### config.mk
export PLATFORM = sky130hd
export DESIGN_NAME = lcd_nib_tx
export DESIGN_NICKNAME = d
export VERILOG_FILES = /design/src/rtl/lcd_nib_pkg.sv /design/src/rtl/lcd_init_rom.sv /design/src/rtl/lcd_nib_phy.sv /design/src/rtl/lcd_nib_tx.sv
export SDC_FILE = /design/constraint.sdc
export NUM_CORES = 1
export LEC_CHECK = 0
export BUFFER_PORTS_ARGS = -buffer_cell sky130_fd_sc_hd__clkbuf_2
export CAP_MARGIN = 20
export CORE_UTILIZATION = 45
export DETAILED_ROUTE_END_ITERATION = 12
export PLACE_DENSITY = 0.68
export SETUP_SLACK_MARGIN = 0.5
export SLEW_MARGIN = 20
export SYNTH_ARGS = -nofsm -noshare
export SYNTH_HDL_FRONTEND = slang
export SYNTH_HIERARCHICAL = 1
export SYNTH_SLANG_ARGS = --single-unit
### constraint.sdc
create_clock -name clk_i -period 1.9 [get_ports clk_i]
set_input_delay 0.285 -clock clk_i [delete_from_list [all_inputs] [get_ports clk_i]]
set_output_delay 0.285 -clock clk_i [all_outputs]
set_load 0.1 [all_outputs]
### src/rtl/lcd_nib_pkg.sv
package lcd_nib_pkg;
  localparam int INIT_LEN = 6;

  typedef enum logic [1:0] {
    MODE_CMD   = 2'b00,
    MODE_DADDR = 2'b01,
    MODE_DATA  = 2'b10,
    MODE_CADDR = 2'b11
  } lcd_mode_e;

  function automatic logic [7:0] init_byte(input logic [2:0] idx);
    case (idx)
      3'd0:    return 8'hDB;
      3'd1:    return 8'h50;
      3'd2:    return 8'h3B;
      3'd3:    return 8'h0D;
      3'd4:    return 8'h05;
      default: return 8'h01;
    endcase
  endfunction
endpackage

### src/rtl/lcd_init_rom.sv
module lcd_init_rom #(
  parameter int IDX_W = 3
) (
  input  logic [IDX_W-1:0] idx_i,
  output logic [7:0]       byte_o
);
  assign byte_o = lcd_nib_pkg::init_byte(3'(idx_i));
endmodule

### src/rtl/lcd_nib_phy.sv
module lcd_nib_phy #(
  parameter int SETUP_CYC = 2,
  parameter int EN_CYC    = 3
) (
  input  logic       clk_i,
  input  logic       rst_ni,
  input  logic       start_i,
  input  logic       rd_i,
  input  logic [3:0] nib_i,
  output logic       done_o,
  output logic [3:0] rd_nib_o,
  output logic [3:0] lcd_data_o,
  output logic       lcd_data_oe_o,
  input  logic [3:0] lcd_data_i,
  output logic       lcd_rw_o,
  output logic       lcd_en_o
);
  localparam int MAXC = (SETUP_CYC > EN_CYC) ? SETUP_CYC : EN_CYC;
  localparam int CW   = $clog2(MAXC + 1);

  typedef enum logic [1:0] {P_IDLE, P_SETUP, P_HIGH, P_HOLD} ph_e;

  ph_e           st_q;
  logic [CW-1:0] cnt_q;
  logic          op_q, done_q;
  logic [3:0]    nib_q, rdn_q;

  always_ff @(posedge clk_i or negedge rst_ni) begin
    if (!rst_ni) begin
      st_q <= P_IDLE; cnt_q <= '0; op_q <= 1'b0;
      done_q <= 1'b0; nib_q <= '0; rdn_q <= '0;
    end else begin
      done_q <= 1'b0;
      case (st_q)
        P_IDLE: if (start_i) begin
          op_q <= rd_i; nib_q <= nib_i;
          st_q <= P_SETUP; cnt_q <= CW'(SETUP_CYC - 1);
        end
        P_SETUP: if (cnt_q == '0) begin
          st_q <= P_HIGH; cnt_q <= CW'(EN_CYC - 1);
        end else cnt_q <= cnt_q - 1'b1;
        P_HIGH: if (cnt_q == '0) begin
          rdn_q <= lcd_data_i;
          st_q <= P_HOLD; cnt_q <= CW'(SETUP_CYC - 1);
        end else cnt_q <= cnt_q - 1'b1;
        default: if (cnt_q == '0) begin
          st_q <= P_IDLE; done_q <= 1'b1;
        end else cnt_q <= cnt_q - 1'b1;
      endcase
    end
  end

  assign lcd_en_o      = (st_q == P_HIGH);
  assign lcd_rw_o      = op_q && (st_q != P_IDLE);
  assign lcd_data_oe_o = !lcd_rw_o;
  assign lcd_data_o    = nib_q;
  assign done_o        = done_q;
  assign rd_nib_o      = rdn_q;

  // independent pulse-width monitor
  logic [CW:0] en_run_q;
  always_ff @(posedge clk_i or negedge rst_ni) begin
    if (!rst_ni) en_run_q <= '0;
    else if (lcd_en_o) en_run_q <= en_run_q + 1'b1;
    else en_run_q <= '0;
  end

  AST_EN_WIDTH: assert property (@(posedge clk_i) disable iff (!rst_ni)
    $fell(lcd_en_o) |-> en_run_q == (CW+1)'(EN_CYC));
  AST_EN_HOLD_BUS: assert property (@(posedge clk_i) disable iff (!rst_ni)
    lcd_en_o |-> $stable(lcd_rw_o) && $stable(lcd_data_o) && $stable(lcd_data_oe_o));
  AST_RD_THROUGH_FALL: assert property (@(posedge clk_i) disable iff (!rst_ni)
    $fell(lcd_en_o) |-> $stable(lcd_rw_o) && $stable(lcd_data_oe_o));
endmodule

### src/rtl/lcd_nib_tx.sv
module lcd_nib_tx #(
  parameter int SETUP_CYC = 2,
  parameter int EN_CYC    = 3
) (
  input  logic       clk_i,
  input  logic       rst_ni,
  input  logic       req_valid_i,
  output logic       req_ready_o,
  input  logic [7:0] req_byte_i,
  input  logic [1:0] req_mode_i,
  output logic [3:0] lcd_data_o,
  output logic       lcd_data_oe_o,
  input  logic [3:0] lcd_data_i,
  output logic [1:0] lcd_mode_o,
  output logic       lcd_rw_o,
  output logic       lcd_en_o
);
  import lcd_nib_pkg::*;

  localparam int IDX_W = $clog2(INIT_LEN);

  typedef enum logic [1:0] {T_IDLE, T_POLL, T_HI, T_LO} tx_e;

  tx_e              st_q;
  logic [7:0]       byte_q, init_b;
  logic [1:0]       mode_q;
  logic [IDX_W-1:0] idx_q;
  logic             init_done_q, start_q;
  logic             phy_done;
  logic [3:0]       rd_nib, phy_nib;

  lcd_init_rom #(.IDX_W(IDX_W)) u_rom (.idx_i(idx_q), .byte_o(init_b));

  assign phy_nib = (st_q == T_HI) ? byte_q[7:4] : byte_q[3:0];

  lcd_nib_phy #(.SETUP_CYC(SETUP_CYC), .EN_CYC(EN_CYC)) u_phy (
    .clk_i, .rst_ni,
    .start_i(start_q), .rd_i(st_q == T_POLL), .nib_i(phy_nib),
    .done_o(phy_done), .rd_nib_o(rd_nib),
    .lcd_data_o, .lcd_data_oe_o, .lcd_data_i, .lcd_rw_o, .lcd_en_o
  );

  always_ff @(posedge clk_i or negedge rst_ni) begin
    if (!rst_ni) begin
      st_q <= T_IDLE; byte_q <= '0; mode_q <= MODE_CMD;
      idx_q <= '0; init_done_q <= 1'b0; start_q <= 1'b0;
    end else begin
      start_q <= 1'b0;
      case (st_q)
        T_IDLE: if (!init_done_q) begin
          byte_q <= init_b; mode_q <= MODE_CMD;
          st_q <= T_POLL; start_q <= 1'b1;
        end else if (req_valid_i) begin
          byte_q <= req_byte_i; mode_q <= req_mode_i;
          st_q <= T_POLL; start_q <= 1'b1;
        end
        T_POLL: if (phy_done) begin
          start_q <= 1'b1;
          if (!rd_nib[3]) st_q <= T_HI;   // busy flag on bit 3
        end
        T_HI: if (phy_done) begin
          st_q <= T_LO; start_q <= 1'b1;
        end
        default: if (phy_done) begin
          st_q <= T_IDLE;
          if (init_done_q) mode_q <= MODE_DATA;
          else if (idx_q == IDX_W'(INIT_LEN - 1)) begin
            init_done_q <= 1'b1; mode_q <= MODE_DATA;
          end else idx_q <= idx_q + 1'b1;
        end
      endcase
    end
  end

  assign req_ready_o = (st_q == T_IDLE) && init_done_q;
  assign lcd_mode_o  = mode_q;

  AST_READY_QUIET: assert property (@(posedge clk_i) disable iff (!rst_ni)
    req_ready_o |-> !lcd_en_o && !lcd_rw_o && lcd_data_oe_o);
  AST_ACCEPT_DROPS_READY: assert property (@(posedge clk_i) disable iff (!rst_ni)
    req_ready_o && req_valid_i |=> !req_ready_o);
  AST_IDLE_DATA_MODE: assert property (@(posedge clk_i) disable iff (!rst_ni)
    req_ready_o |-> lcd_mode_o == MODE_DATA);
  AST_MODE_HELD: assert property (@(posedge clk_i) disable iff (!rst_ni)
    lcd_en_o |-> $stable(lcd_mode_o));
endmodule

## After elaboration in Yosys (flattened, before gate mapping)

Index checks and enable logic that the tools add are counted.

- Register bits after elaboration: 31
- Logic and storage cells: 93

- Add/subtract/negate cells: 2
- Mux-type cells: 34
- Bitwise gates (word level): 4
- Equal/unequal tests: 18
- Reduce and logical (&&, ||, !) cells: 23

Operators with widths:

| kind | count |
|---|---|
| 8-bit one-hot mux with 5 select lines | 1 |
| 2-bit two-way mux | 18 |
| 2-bit one-hot mux with 3 select lines | 3 |
| 8-bit two-way mux | 2 |
| 4-bit AND reduction | 3 |
| 2-bit AND reduction | 5 |
| 2-bit != test, second input constant | 4 |
| 1-bit two-way mux | 7 |
| 3-bit by 2-bit equality test with 1-bit output, second input constant | 2 |
| 3-bit equality test, second input constant | 2 |
| 2-bit logical NOT | 3 |
| 2-bit by 1-bit != test with 1-bit output, second input constant | 3 |
| 2-bit nonzero test | 3 |
| 3-bit OR reduction | 2 |
| 5-bit AND reduction | 1 |
| 2-bit by 1-bit equality test with 1-bit output, second input constant | 2 |
| 2-bit equality test, second input constant | 2 |
| 4-bit two-way mux | 1 |
| 4-bit != test, second input constant | 1 |
| 1-bit NOT | 4 |
| 2-bit one-hot mux with 2 select lines | 1 |
| 3-bit by 1-bit adder with 3-bit output, second input constant | 1 |
| 3-bit by 1-bit equality test with 1-bit output, second input constant | 1 |
| 3-bit logical NOT | 1 |
| 7 further kinds | 8 |

## Logic depth before layout (Yosys ltp)

- Depth in word-level cells: 5
- Mapped depth: 6
- Mapped depth without buffers: 6

## Cells and area by module

Netlist, hierarchy kept.

By module, submodules not included:

| module | times used | cells each | area an instance (µm²) |
|---|---|---|---|
| lcd_nib_tx | 1 | 80 | 970.9 |
| lcd_nib_phy | 1 | 61 | 740.7 |
| lcd_init_rom | 1 | 13 | 71.3 |

## Worst setup path before layout

OpenSTA, ideal clock, no wires.

- Kind: reg-to-output
- From: register u_phy.st_q[0]
- To: output lcd_rw_o
- Path slack: -589 ps
- Stages on the path, launching flop included: 5
- Arrival: 2204 ps
- Path through: dfrtp_1 -> inv_1 -> ha_1 -> nand2b_1 -> inv_1

- Word-level cells in the longest chain between the ends: 2

Ends and longest elaborated chain:

| element | RTL line | RTL |
|---|---|---|
| start: declaration | lcd_nib_phy.sv:23 | `ph_e st_q;` |
| start signal: assignment | lcd_nib_phy.sv:30 | `st_q <= P_IDLE; cnt_q <= '0; op_q <= 1'b0;` |
| start signal: assignment | lcd_nib_phy.sv:37 | `st_q <= P_SETUP; cnt_q <= CW'(SETUP_CYC - 1);` |
| start signal: assignment | lcd_nib_phy.sv:40 | `st_q <= P_HIGH; cnt_q <= CW'(EN_CYC - 1);` |
| 2-bit nonzero test | lcd_nib_phy.sv:54 | `assign lcd_rw_o = op_q && (st_q != P_IDLE);` |
| 1-bit logical AND | lcd_nib_phy.sv:54 |  |
| end: declaration | lcd_nib_tx.sv:15 | `output logic lcd_rw_o,` |

Every way passes these cells.

## Worst setup path after layout

Ends and elaborated chain as after synthesis.

==> flow_summary.yaml <==
timing:
  relSlewSlack_pct: 52.2
  tns_ns: 0
  fmax_mhz: 623
  grt_setup_unrepaired: "true"
  post-route-period-util_pct: 84.5
  tightest_slew_ns: 0.717
  skew_ns: 0.00351
  worst_slack_ns: 0.294
  slew_violations: 0
  fin_crit_ns: 1.61
  setup_violations: 0
  hold_violations: 0
layout:
  stdcell_count: 235
  antenna_cells: 0
  drive_gt1_share_pct: 59.8
  multiInputGateArea_sq_mm: 0.00116
  ff_latch_area_sq_um: 706
  final_core_util_pct: 69.2
  fillerInstances: 240
  nNetsFinal: 222
  syn2layout_area_growth_pct: 42.4
detailed_routing:
  routed_via_density: 5.27
  drt-total-wl_microns: 3620
  post_drt_wl_per_cell_microns: 15.4
  drtIter0Drc: 38
  drc_errors: 0
  drtPass1Iterations: 4
  antenna_left: 0
  route.vias.total: 1238
place:
  post-dp-hpwl_microns: 2380
  pre_cts_ws_ns: 0.273
  dp.cells: 216
  port_buffers: 23
  gp_congestion: 0.722
logic_synthesis:
  netlist_instances: 148
  netlist_area_sq_mm: 0.00167
  ys.warnings.count: 6
  syn_nets: 180
  avgSynthCellArea_sq_um: 11.3
grt:
  grt_pass1_vias: 1260
  grt_pass1_wl_microns: 6040
  grt_use_total_pct: 19.3
  overflow: 0
  antenna_found_initial: 0
  grt_max_degree: 29
worst_setup_path:
  end_kind: "output pin"
  path_buf_inv: 3
  cp_max_fo: 3
  arrival_ns: 1.32
  worst_path_max_delay_cell: "dfrtp_1"
  cp-start-kind: "flop"
  path_class: "flop to output pin"
  crit_path_cell_trace: "inv_2 > ha_4 > nand2b_4 > clkinvlp_4 > buf_12"
  required_ns: 1.62
  slowest_delay_ns: 0.40
  cp_top_family: "flip-flops"
pwr:
  power_density_mw_per_mm2: 1940
  ir_drop_v: 0.00114
  p_leak_uw: 0.00107
floorplanning:
  dieArea_sq_mm: 0.00397
  core-area_sq_mm: 0.00344
  start_util_pct: 48.6
  die_y_microns: 63.0
  die_x_microns: 63.0
  ios: 27
  core.rowCount: 21
clocking:
  clock_path_buffers: 2
  path_clk_slew_ns: 0.09
  cts_made_buffers: 3
  cts_root_buffer: "clkbuf_8"
  ctsHoldBuffers: 0
  clk_latency_ns: 0.28
  clkSinkCount: 28
  cts_tree: "yes"
  htreeDepth: 1
worst_hold_path:
  hold_path.class: "input pin to asynchronous set/reset pin"
status:
  outcome: "finished, final reports clean"
flow_run:
  cap_violations: 0
## report_power, final
part	internal, uW	leakage, uW	switching (uW)
sequential	846	0.000332	197
combinational	1450	0.000705	1660
clock	282	0.0000357	186
## worst paths after layout
kind / from / endpoint / slack, ns / cells past startpoint
worst max-delay path: u_phy/st_q[0]$_DFFE_PN0P_ / lcd_rw_o / 0.29 / 5
worst max register to register: u_phy/st_q[1]$_DFFE_PN0P_ / u_phy/cnt_q[0]$_DFFE_PN0P_ / 0.33 / 7
worst min register to register: u_phy/lcd_data_o[1]$_DFFE_PN0P_ / u_phy/lcd_data_o[1]$_DFFE_PN0P_ / 0.51 / 1
min in group clk_i: lcd_data_i[3] / u_phy/rd_nib_o[3]$_DFFE_PN0P_ / 0.24 / 2
worst min-delay path: rst_ni / lcd_mode_o[1]$_DFFE_PN0P_ / 0.04 / 1
max in group asynchronous: rst_ni / init_done_q$_DFFE_PN0P_ / 1.36 / 1
## what timing repair did
action | 4_1_cts | 5_1_grt
pin swaps | 9 | 3
gates resized for setup | 27 | 28
buffers inserted | 12 | 2
endpoints found under the setup margin | 28 | 31
cloned | 1 | 0
hold endpoints to repair | 0 | 0
## area by class of cell
class | instances | share of cell area (%)
Multi-Input combinational cell | 101 | 48.8
Sequential cell | 28 | 29.6
Clock buffer | 3 | 1.73
Inverter | 16 | 2.83
Clock inverter | 1 | 1.26
Tap cell | 46 | 2.41
Timing Repair Buffer | 40 | 13.4
## layout by cell type (no fill, tap or decap), types with 6 or more instances in the layout
master	instances
dfrtp_1	24
mux2_4	14
mux2_2	14
clkbuf_2	13
buf_4	12
ha_4	8
inv_1	7
inv_2	7
ha_1	7
a21oi_1	6
## per-stage QoR
stage                     hold WS (ns)  total power (uW)  instance area [sq um]
after floorplan                -0.0106              3000                   1780
after global placement           0.361              3340                   1980
after detailed placement         0.373              3430                   1980
after CTS                       0.0649              4360                   2280
after global routing            0.0960              4900                   2380
final                           0.0400              4620                   2380
## registers in the layout, indices dropped and copies added, names as in the netlist
| name | cells |
|---|---|
| lcd_mode_o | 2 |
| start_q | 1 |
| u_phy/done_o | 1 |
| st_q | 2 |
| u_phy/lcd_data_o | 4 |
| idx_q | 3 |
| u_phy/st_q | 2 |
| u_phy/rd_nib_o | 1 |
| byte_q | 8 |
| init_done_q | 1 |
| u_phy/op_q | 1 |
| u_phy/cnt_q | 2 |
## routing by layer
layer / GRT usage (%) / part of all wire [%] / up-vias
met3: 4.01 / 3.2 / 4
li1: - / - / 601
met5: 0 / 0 / -
met2: 32.7 / 50 / 19
met4: 4.07 / 0.64 / 0
met1: 25.3 / 46 / 614
## worst register-to-register path: stages (launching register included)
cell      delay (ns)
dfrtp_1         0.41
inv_2           0.07
ha_4            0.16
buf_4           0.15
nand2b_4        0.15
o31a_1          0.29
and3_4          0.19
nor3_2          0.09
Note: power is estimated with default switching activity, not from simulation.
